<file path="config.mk">
export PLATFORM = sky130hd
export DESIGN_NAME = sample_timebase
export DESIGN_NICKNAME = d
export VERILOG_FILES = /design/src/rtl/wclk_pkg.sv /design/src/rtl/slot_sequencer.sv /design/src/rtl/period_counter.sv /design/src/rtl/interval_timer.sv /design/src/rtl/sample_timebase.sv
export SDC_FILE = /design/constraint.sdc
export NUM_CORES = 1
export LEC_CHECK = 0
export ABC_AREA = 1
export ABC_CLOCK_PERIOD_IN_PS = 4600
export CAP_MARGIN = 0
export CORE_MARGIN = 3
export CORE_UTILIZATION = 50
export DETAILED_ROUTE_END_ITERATION = 8
export PLACE_DENSITY_LB_ADDON = 0.08
export SYNTH_ARGS = -nofsm -noshare
export SYNTH_HDL_FRONTEND = slang
export SYNTH_SLANG_ARGS = --single-unit
</file>
<file path="constraint.sdc">
create_clock -name clk -period 4.6 [get_ports clk]
set_clock_uncertainty 0.15 [all_clocks]
set_input_delay 1.38 -clock clk [delete_from_list [all_inputs] [get_ports clk]]
set_output_delay 1.38 -clock clk [all_outputs]
set_load 0.02 [all_outputs]
</file>
<file path="src/rtl/wclk_pkg.sv">
package wclk_pkg;
  parameter int unsigned CHAN_W_DEF   = 6;
  parameter int unsigned SAMPLE_W_DEF = 20;
  parameter int unsigned RATE_W_DEF   = 10;
endpackage

</file>
<file path="src/rtl/slot_sequencer.sv">
module slot_sequencer #(
  parameter int unsigned CHAN_W = 6
) (
  input  logic              clk,
  input  logic              rst_n,
  input  logic              slot_tick,
  output logic [CHAN_W-1:0] chan,
  output logic              period_end
);
  localparam logic [CHAN_W-1:0] LAST = {CHAN_W{1'b1}};

  // a period ends on the tick that leaves the last slot
  assign period_end = slot_tick && (chan == LAST);

  always_ff @(posedge clk) begin
    if (!rst_n)         chan <= '0;
    else if (slot_tick) chan <= chan + 1'b1;
  end
endmodule

</file>
<file path="src/rtl/period_counter.sv">
module period_counter #(
  parameter int unsigned SAMPLE_W = 20
) (
  input  logic                clk,
  input  logic                rst_n,
  input  logic                period_end,
  output logic [SAMPLE_W-1:0] periods
);
  // silent wrap at the top of the range
  always_ff @(posedge clk) begin
    if (!rst_n)          periods <= '0;
    else if (period_end) periods <= periods + 1'b1;
  end
endmodule

</file>
<file path="src/rtl/interval_timer.sv">
module interval_timer #(
  parameter int unsigned RATE_W = 10
) (
  input  logic              clk,
  input  logic              rst_n,
  input  logic              period_end,
  input  logic              rate_we,
  input  logic [RATE_W-1:0] rate_wdata,
  output logic [RATE_W-1:0] rate_q,
  output logic              tmr_event
);
  localparam int unsigned CNT_W = RATE_W + 1;
  localparam logic [CNT_W-1:0] FULL = CNT_W'(1) << RATE_W;
  localparam logic [CNT_W-1:0] ONE  = CNT_W'(1);

  logic [CNT_W-1:0]  remain;
  logic [RATE_W-1:0] eff_rate;
  logic [CNT_W-1:0]  load_val;

  // a write on the terminal edge is used straight away
  assign eff_rate = rate_we ? rate_wdata : rate_q;
  assign load_val = (eff_rate == '0) ? FULL : {1'b0, eff_rate};

  always_ff @(posedge clk) begin
    if (!rst_n)       rate_q <= '0;
    else if (rate_we) rate_q <= rate_wdata;
  end

  always_ff @(posedge clk) begin
    if (!rst_n) begin
      remain    <= FULL;
      tmr_event <= 1'b0;
    end else if (period_end) begin
      if (remain == ONE) begin
        remain    <= load_val;
        tmr_event <= 1'b1;
      end else begin
        remain    <= remain - ONE;
        tmr_event <= 1'b0;
      end
    end else begin
      tmr_event <= 1'b0;
    end
  end
endmodule

</file>
<file path="src/rtl/sample_timebase.sv">
module sample_timebase #(
  parameter int unsigned CHAN_W   = wclk_pkg::CHAN_W_DEF,
  parameter int unsigned SAMPLE_W = wclk_pkg::SAMPLE_W_DEF,
  parameter int unsigned RATE_W   = wclk_pkg::RATE_W_DEF
) (
  input  logic                       clk,
  input  logic                       rst_n,
  input  logic                       slot_tick,
  input  logic                       rate_we,
  input  logic [RATE_W-1:0]          rate_wdata,
  output logic [RATE_W-1:0]          rate_q,
  output logic [SAMPLE_W+CHAN_W-1:0] wall_clock,
  output logic                       tmr_event
);
  logic [CHAN_W-1:0]   chan;
  logic [SAMPLE_W-1:0] periods;
  logic                period_end;

  slot_sequencer #(.CHAN_W(CHAN_W)) u_slots (
    .clk(clk), .rst_n(rst_n), .slot_tick(slot_tick),
    .chan(chan), .period_end(period_end)
  );

  period_counter #(.SAMPLE_W(SAMPLE_W)) u_periods (
    .clk(clk), .rst_n(rst_n), .period_end(period_end), .periods(periods)
  );

  interval_timer #(.RATE_W(RATE_W)) u_timer (
    .clk(clk), .rst_n(rst_n), .period_end(period_end),
    .rate_we(rate_we), .rate_wdata(rate_wdata),
    .rate_q(rate_q), .tmr_event(tmr_event)
  );

  assign wall_clock = {periods, chan};
endmodule

</file>
==> summary.txt, run 1 <==
FINISH
------------------------------------------------------------------------------------------------------
Non-filler instance count after layout                                                             507
Share of post-route cells with drive strength above 1                                          0.05227
Layout area overhead                                                                            25.95%
Antenna cell count                                                                                   0
Fill cell instance count of the final layout                                                       469
Nets                                                                                               457
Fin area                                                                                      3201 µm²
Final Core Density                                                                              0.6644

TIMING
------------------------------------------------------------------------------------------------------
Summed negative setup slack over all endpoints                                                    0 ns
Setup-failing EPs final                                                                              0
Final period utilization                                                                        0.6610
Min Clock Period, post-route                                                                  3.041 ns
FMAX                                                                                         328.9 MHz
Slew @ Worst Pin                                                                             0.9459 ns
Final hold violations                                                                                0
Headroom to the max-slew limit                                                                  0.3687
Setup repair after global routing missed its margin                                              false
Count of pins over their slew limit                                                                  0

WORST SETUP PATH
------------------------------------------------------------------------------------------------------
Origin of the critical flop-to-flop path                                                  u_slots.chan[0]
Crit path arrival time                                                                         3.10 ns
End point of the critical path                                                            u_periods.periods[4]
Setup crit end kind                                                                          flip-flop
Critical path start-end classification                                                       in -> reg
Register-to-register path setup slack                                                          2.64 ns
Required time of the critical path                                                             4.66 ns
Worst R2R Path Depth                                                                                 8
End of the worst register-to-register path                                                u_periods.periods[4]
Origin of the worst setup path                                                               slot_tick
Type of origin of the critical path                                                         input port
Maximum fanout encountered on the critical timing path                                              20

POWER
------------------------------------------------------------------------------------------------------
Sw Pwr                                                                                       0.1953 mW
Logic gate share of total power                                                                  0.084
Leakage Power                                                                                 1.346 nW
Switching power share of the total                                                              0.2362
Maximum ir drop on the vdd rail                                                              0.1382 mV
Overall power                                                                                0.8269 mW
Proportion of power drawn by flip-flops and latches                                              0.518
Internal Dissipation                                                                         0.6316 mW
P per Cell Area                                                                           258.3 nW/µm²
Share of power burned in the clock network                                                       0.399

JOB
------------------------------------------------------------------------------------------------------
Max_cap viols                                                                                        0

GLOBAL ROUTE
------------------------------------------------------------------------------------------------------
Overflow left after global routing                                                                   0
Vias in the first global route                                                                    2315
Pin count of the biggest net entering global routing                                                31
Overall global routing resource usage                                                           0.2063
Global-route wire length before repair                                                        10240 µm
Antenna violations before repair                                                                     0

DIE
------------------------------------------------------------------------------------------------------
Die extent in x                                                                               77.29 µm
Full die area                                                                                 5974 µm²
Total I/O pin count                                                                                 51
Number of placement rows                                                                            25
Initial cell density of the core                                                                0.5275
Area of the placeable core                                                                    4817 µm²
Vertical extent of the die                                                                    77.29 µm

ROUTE
------------------------------------------------------------------------------------------------------
Aggregate routed wire length                                                                   5911 µm
Total vias in the final route                                                                     2520
Met3 WL post-DR                                                                                 273 µm
Post-detailed-route via-to-cell ratio                                                            4.970
Highest metal layer used by the detailed router                                                   met4
Residual DRC count                                                                                   0
Met2 WL post-DR                                                                                2553 µm
Post-route met1 wirelength                                                                     3025 µm
Initial drt markers                                                                                205
Number of routed nets with antenna violations                                                        0
Final routed wire length divided by cell count                                                11.66 µm
DR pass1 iterations                                                                                  5

LOGIC SYNTHESIS
------------------------------------------------------------------------------------------------------
Synthesized instance count                                                                         391
Area of the mapped netlist                                                                    2541 µm²
Count leader, synth                                                                       sky130_fd_sc_hd__nand2_1
Synth Net Count                                                                                    409
FF+latch count, synth                                                                               48
Syn Area/Cell                                                                                6.499 µm²
Synth area leaders                                                                        sky130_fd_sc_hd__dfxtp_1 38%, sky130_fd_sc_hd__nand2_1 14%, sky130_fd_sc_hd__nor2_1 9.0%
Number of warnings issued by yosys                                                                   0
Synth Flop Type                                                                           sky130_fd_sc_hd__dfxtp_1
Cell variety after synth                                                                            32
Cell taking the most area after synthesis                                                 sky130_fd_sc_hd__dfxtp_1
Number of synthesized flops with an enable pin                                                       0
Area share of the largest cell type after synthesis                                             0.3781
Share of flip-flops with an asynchronous set or reset                                                0
Sequential fraction of the synthesis area                                                       0.3781
Most instantiated cells after synthesis                                                   98 x sky130_fd_sc_hd__nand2_1, 61 x sky130_fd_sc_hd__nor2_1, 56 x sky130_fd_sc_hd__inv_1, 48 x sky130_fd_sc_hd__dfxtp_1, 22 x sky130_fd_sc_hd__nand3_1

CLOCK TREE
------------------------------------------------------------------------------------------------------
Hold-fix buffers at CTS                                                                              0
Clock H-tree levels                                                                                  2
Library cell used as clock root buffer                                                    sky130_fd_sc_hd__clkbuf_8
Clock insertion delay at the later pin of the skew report                                      0.31 ns
Setup repair bufs after CTS                                                                          0
Longest Clk Path Bufs                                                                                2
Clock sink total                                                                                    48
CTS tree                                                                                          done
Total of cells resized after clock tree synthesis                                                    0
Total clock buffers created by CTS                                                                   5
Clock transition at the register clock pins on the worst setup and hold paths after CTS        0.10 ns

RUN STATUS
------------------------------------------------------------------------------------------------------
Status                                                                                       completed

PLACE
------------------------------------------------------------------------------------------------------
Port Buffers                                                                                        50
Placed wire-length estimate                                                                    4236 µm
Routability congestion estimate from global placement                                           0.8405
DP Area                                                                                       3079 µm²
Count of placed standard cells including taps                                                      499

WORST HOLD PATH
------------------------------------------------------------------------------------------------------
Worst min-delay path category                                                               reg -> reg

-- cell families (layout without fill, tap and decap cells) --
logic type,after synthesis,after routing,share of synthesized area
AO/OA/AOI/OAI,53,53,0.1103
XOR/XNOR,7,7,0.02413
adder cells (fa/ha/maj),4,4,0.01970
buffers and inverters,68,117,0.1068
flip-flops,48,48,0.3781
AND/OR/NAND/NOR,211,211,0.3609
-- critical path: stages --
cell,delay [ns]
sky130_fd_sc_hd__clkdlybuf4s50_1,0.59
sky130_fd_sc_hd__nand2_2,0.11
sky130_fd_sc_hd__nor2_4,0.11
sky130_fd_sc_hd__nand3_4,0.21
sky130_fd_sc_hd__inv_2,0.34
sky130_fd_sc_hd__nand3_1,0.16
sky130_fd_sc_hd__o21ai_1,0.15
sky130_fd_sc_hd__a21oi_1,0.05
-- layer usage --
layer,vias up,GRT usage
met5,-,0
met4,0,0.05338
met3,7,0.03991
met2,72,0.3264
met1,1125,0.2863
li1,1316,-
-- layout by cell type, fill, tap and decap left out, types with 2 or more instances in the layout --
cell and count:
sky130_fd_sc_hd__clkbuf_8 6, sky130_fd_sc_hd__or2_0 2, sky130_fd_sc_hd__dfxtp_1 48, sky130_fd_sc_hd__nor2_1 61, sky130_fd_sc_hd__a31oi_1 2, sky130_fd_sc_hd__a21oi_1 21
sky130_fd_sc_hd__o211ai_1 3, sky130_fd_sc_hd__clkdlybuf4s50_1 50, sky130_fd_sc_hd__nor2_4 3, sky130_fd_sc_hd__nor2_2 4, sky130_fd_sc_hd__o21ai_0 14, sky130_fd_sc_hd__nand2_2 4
sky130_fd_sc_hd__nand4_1 4, sky130_fd_sc_hd__xor2_1 6, sky130_fd_sc_hd__nand3_1 22, sky130_fd_sc_hd__o21ai_1 11, sky130_fd_sc_hd__inv_1 56, sky130_fd_sc_hd__ha_1 4
sky130_fd_sc_hd__nand2_1 98, sky130_fd_sc_hd__nor3_1 8
-- metrics by stage --
step                      setup WS [ns]  hold WS, ns
after CTS                         1.573       0.3421
after detailed placement          1.238       0.3278
final                             1.559       0.3404
after global routing              1.413       0.3780
after global placement            1.324       0.3192
after floorplan                   2.224       0.2975
-- how the worst min path moves through the flow --
| stage | from | slack (ns) | depth (start not counted) | to |
|---|---|---|---|---|
| final | u_timer.remain[8] | 0.34 | 2 | u_timer.remain[8] |
| after global routing | u_timer.remain[8] | 0.38 | 2 | u_timer.remain[8] |
| after CTS | u_timer.remain[8] | 0.34 | 2 | u_timer.remain[8] |
| after detailed placement | u_timer.remain[8] | 0.33 | 2 | u_timer.remain[8] |
| after global placement | u_timer.remain[8] | 0.32 | 2 | u_timer.remain[8] |
| after floorplan | u_timer.remain[8] | 0.30 | 2 | u_timer.remain[8] |
-- layout make-up --
type                    count  area (µm²)  area share
repair buffers             51       508.0      0.1587
clock inverters             2       38.79     0.01212
clock buffers               6       82.58     0.02580
inverters                  58       217.7     0.06802
multi-input cells         275        1309      0.4089
flip-flops and latches     48       960.9      0.3002
well taps                  67       83.83     0.02619
-- state kept, by name, indices dropped and copies added, names as in the netlist --
name	count
u_timer.rate_q	10
u_slots.chan	6
u_periods.periods	20
u_timer.remain	11
u_timer.tmr_event	1
-- power by group through the flow --
stage          Clock, mW  Sequential [mW]  Combinational [mW]
6_report           0.330            0.428              0.0692
5_1_grt            0.355            0.429              0.0764
4_1_cts            0.332            0.428              0.0700
3_5_place_dp           0            0.437              0.0694
3_3_place_gp           0            0.437              0.0678
2_1_floorplan          0            0.446              0.0263
Power figures use the tool's default switching activity.
==> run 2: changes to the inputs <==
--- a/config.mk
+++ b/config.mk
@@ -6,7 +6,7 @@
 export NUM_CORES = 1
 export LEC_CHECK = 0
 export ABC_AREA = 1
-export ABC_CLOCK_PERIOD_IN_PS = 4600
+export ABC_CLOCK_PERIOD_IN_PS = 2900
 export CAP_MARGIN = 0
 export CORE_MARGIN = 3
 export CORE_UTILIZATION = 50
==> constraint.sdc (replaced) <==
create_clock -name clk -period 2.9 [get_ports clk]
set_clock_uncertainty 0.15 [all_clocks]
set_input_delay 0.87 -clock clk [delete_from_list [all_inputs] [get_ports clk]]
set_output_delay 0.87 -clock clk [all_outputs]
set_load 0.02 [all_outputs]
==> run 2 against run 1 <==
Effect of this change:
- sequential cell count unchanged
- routed wire length down 3.5%
- die area unchanged
- worst setup slack lost 1.1 ns
- non-clock buffer count rose by 3
- combinational power is 63% higher
- cell area grew 1.9%
- via count fell by 0.32%
- sequential power rose by 58%
- core utilization increased by 1.2 points
- critical path type is now reg -> out
- critical endpoint is now wall_clock[3]
- largest cell class unchanged
==> summary.txt, run 2 (synthesized netlist as in run 1, its figures left out) <==
RUN STATUS
------------------------------------------------------------------------------------------------------
Status                                                                                       completed

FINISH
------------------------------------------------------------------------------------------------------
Share of post-route cells with drive strength above 1                                          0.05869   +0.006418
Non-filler instance count after layout                                                             510   +0.59%
Top flop regs                                                                             u_periods.periods x20, u_timer.remain x11, u_timer.rate_q x10
Nets                                                                                               460   +0.66%
Largest register FFs                                                                                20   unchanged
Antenna cell count                                                                                   0   unchanged
Layout area overhead                                                                            28.31%
Final Core Density                                                                              0.6769   +0.01247
Most frequent standard cell in the layout excluding fill and tap cells                    sky130_fd_sc_hd__nand2_1
Top library cells by usage in the layout, fill and taps aside                             98 x sky130_fd_sc_hd__nand2_1, 61 x sky130_fd_sc_hd__nor2_1, 56 x sky130_fd_sc_hd__inv_1, 50 x sky130_fd_sc_hd__clkdlybuf4s50_1, 48 x sky130_fd_sc_hd__dfxtp_1
Largest reg by FF count                                                                   u_periods.periods

ROUTE
------------------------------------------------------------------------------------------------------
Total vias in the final route                                                                     2512   -0.32%
Number of routed nets with antenna violations                                                        0   unchanged
Residual DRC count                                                                                   0   unchanged
Aggregate routed wire length                                                                   5706 µm   -3.5%
Initial drt markers                                                                                149   -27%
Post-detailed-route via-to-cell ratio                                                            4.925   -0.90%
DR pass1 iterations                                                                                  4   -1
Final routed wire length divided by cell count                                                11.19 µm   -4.0%

WORST SETUP PATH
------------------------------------------------------------------------------------------------------
Crit path buffers/inverters                                                                          1   -1
End of the worst register-to-register path                                                u_periods.periods[4]
Largest delay share family, worst path                                                    buffers and inverters
Maximum fanout encountered on the critical timing path                                               5   -75%
Origin of the worst setup path                                                            u_slots.chan[3]
Type of origin of the critical path                                                          flip-flop
Crit path largest cell delay                                                                   0.64 ns   +0.05 ns
Setup crit end kind                                                                         output pin
Crit path arrival time                                                                         1.39 ns   -1.71 ns
Worst R2R Path Depth                                                                                 8   unchanged
Required time of the critical path                                                             1.88 ns   -2.78 ns
Critical path start-end classification                                                      reg -> out
Register-to-register path setup slack                                                          1.08 ns   -1.56 ns
Origin of the critical flop-to-flop path                                                  u_slots.chan[0]
Crit path max-delay cell type                                                             sky130_fd_sc_hd__clkdlybuf4s50_1
Cell Chain, Critical Path                                                                 clkdlybuf4s50_1

CLOCK TREE
------------------------------------------------------------------------------------------------------
Total of cells resized after clock tree synthesis                                                    0   unchanged
CTS tree                                                                                          done
Total clock buffers created by CTS                                                                   5   unchanged
Clock insertion delay at the later pin of the skew report                                      0.30 ns   about the same
Clock transition at the register clock pins on the worst setup and hold paths after CTS        0.09 ns   about the same
Longest Clk Path Bufs                                                                                2   unchanged
Library cell used as clock root buffer                                                    sky130_fd_sc_hd__clkbuf_8
Clock H-tree levels                                                                                  2   unchanged
Clock sink total                                                                                    48   unchanged
Hold-fix buffers at CTS                                                                              0   unchanged
Setup repair bufs after CTS                                                                          0   unchanged

TIMING
------------------------------------------------------------------------------------------------------
FMAX                                                                                         415.7 MHz
Slew @ Worst Pin                                                                             0.4788 ns   -0.4671 ns
Summed negative setup slack over all endpoints                                                    0 ns   unchanged
Final hold violations                                                                                0   unchanged
Headroom to the max-slew limit                                                                  0.6798   +0.3111
Setup repair after global routing missed its margin                                              false
Hold slack final                                                                             0.3414 ns   +0.001090 ns
Min Clock Period, post-route                                                                  2.405 ns
Final period utilization                                                                        0.8295
Setup-failing EPs final                                                                              0   unchanged
Count of pins over their slew limit                                                                  0   unchanged

PLACE
------------------------------------------------------------------------------------------------------
Placed wire-length estimate                                                                    4147 µm   -2.1%
Routability congestion estimate from global placement                                           0.8560   +1.8%
Port Buffers                                                                                        50   unchanged
Count of placed standard cells including taps                                                      502   +0.60%

DIE
------------------------------------------------------------------------------------------------------
Number of placement rows                                                                            25   unchanged
Full die area                                                                                 5974 µm²   unchanged
Area of the placeable core                                                                    4817 µm²   unchanged
Initial cell density of the core                                                                0.5275   unchanged
Die extent in x                                                                               77.29 µm   unchanged
Vertical extent of the die                                                                    77.29 µm   unchanged
Total I/O pin count                                                                                 51   unchanged

POWER
------------------------------------------------------------------------------------------------------
Maximum ir drop on the vdd rail                                                              0.2914 mV   +110%
P per Cell Area                                                                           444.8 nW/µm²   +72%
Leakage Power                                                                                 1.377 nW   +2.3%

JOB
------------------------------------------------------------------------------------------------------
Max_cap viols                                                                                        0   unchanged

GLOBAL ROUTE
------------------------------------------------------------------------------------------------------
Vias in the first global route                                                                    2329   +0.60%
Overall global routing resource usage                                                           0.2038   -0.002451
Antenna violations before repair                                                                     0   unchanged
Overflow left after global routing                                                                   0   unchanged
Global-route wire length before repair                                                        10140 µm   -1.0%
Pin count of the biggest net entering global routing                                                31   unchanged

WORST HOLD PATH
------------------------------------------------------------------------------------------------------
Critical hold path startpoint                                                             u_timer.remain[8]
Worst hold path cell count                                                                           2   unchanged
Hold path endpoint                                                                        u_timer.remain[8]
Worst min-delay path category                                                               reg -> reg

==> run 2: changes by cell type in the layout (fill, tap and decap cells not counted), sizes merged <==
cell / delta
clkbuf: -1
clkinv: -1
buf: +3
bufinv: +2
==> run 2: per-stage QoR <==
stage                     setup slack [ns]  instance area [µm²]  power, mW
after floorplan                      1.034                 2541     0.7489
after global placement              0.2731                 3102     0.8037
after detailed placement            0.1844                 3102     0.8063
after CTS                           0.4745                 3261      1.462
after global routing                0.2849                 3261      1.500
final                               0.4946                 3261      1.450
==> run 2: final cells by class <==
type                       instances  area (µm²)
clock buffer                       5       68.82
clock inverter                     3       90.09
fill                             452        1556
inverter                          58       217.7
multi-input combinational        275        1309
sequential                        48       960.9
tap                               67       83.83
timing repair buffer              54       530.5
==> run 2: power by group <==
part / internal [mW] / total, mW / switching [mW] / leakage, nW
sequential: 0.671 / 0.678 / 0.00775 / 0.390
combinational: 0.0512 / 0.113 / 0.0614 / 0.909
clock: 0.431 / 0.659 / 0.228 / 0.0784
total: 1.15 / 1.45 / 0.297 / 1.38
==> run 2: per-layer routing <==
metal,wire length [µm],GRT usage
met5,0,0
met4,74,0.06584
met3,278,0.03052
met2,2472,0.3264
met1,2881,0.2801
==> run 2: worst reg2reg max path, cell delays in order, from the launching register on <==
cell and delay [ns]:
sky130_fd_sc_hd__dfxtp_1 0.40, sky130_fd_sc_hd__ha_1 0.21, sky130_fd_sc_hd__nand2_2 0.09, sky130_fd_sc_hd__nor2_4 0.11
sky130_fd_sc_hd__nand3_4 0.11, sky130_fd_sc_hd__inv_2 0.28, sky130_fd_sc_hd__nand3_1 0.15, sky130_fd_sc_hd__o21ai_1 0.17
sky130_fd_sc_hd__a21oi_1 0.05
==> run 2: worst max path at each step <==
stage / to / cells after the start
3_5_place_dp: u_periods.periods[4] / 8
5_1_grt: u_timer.remain[10] / 8
4_1_cts: wall_clock[3] / 1
2_1_floorplan: u_periods.periods[15] / 9
6_report: wall_clock[3] / 1
3_3_place_gp: u_periods.periods[4] / 8
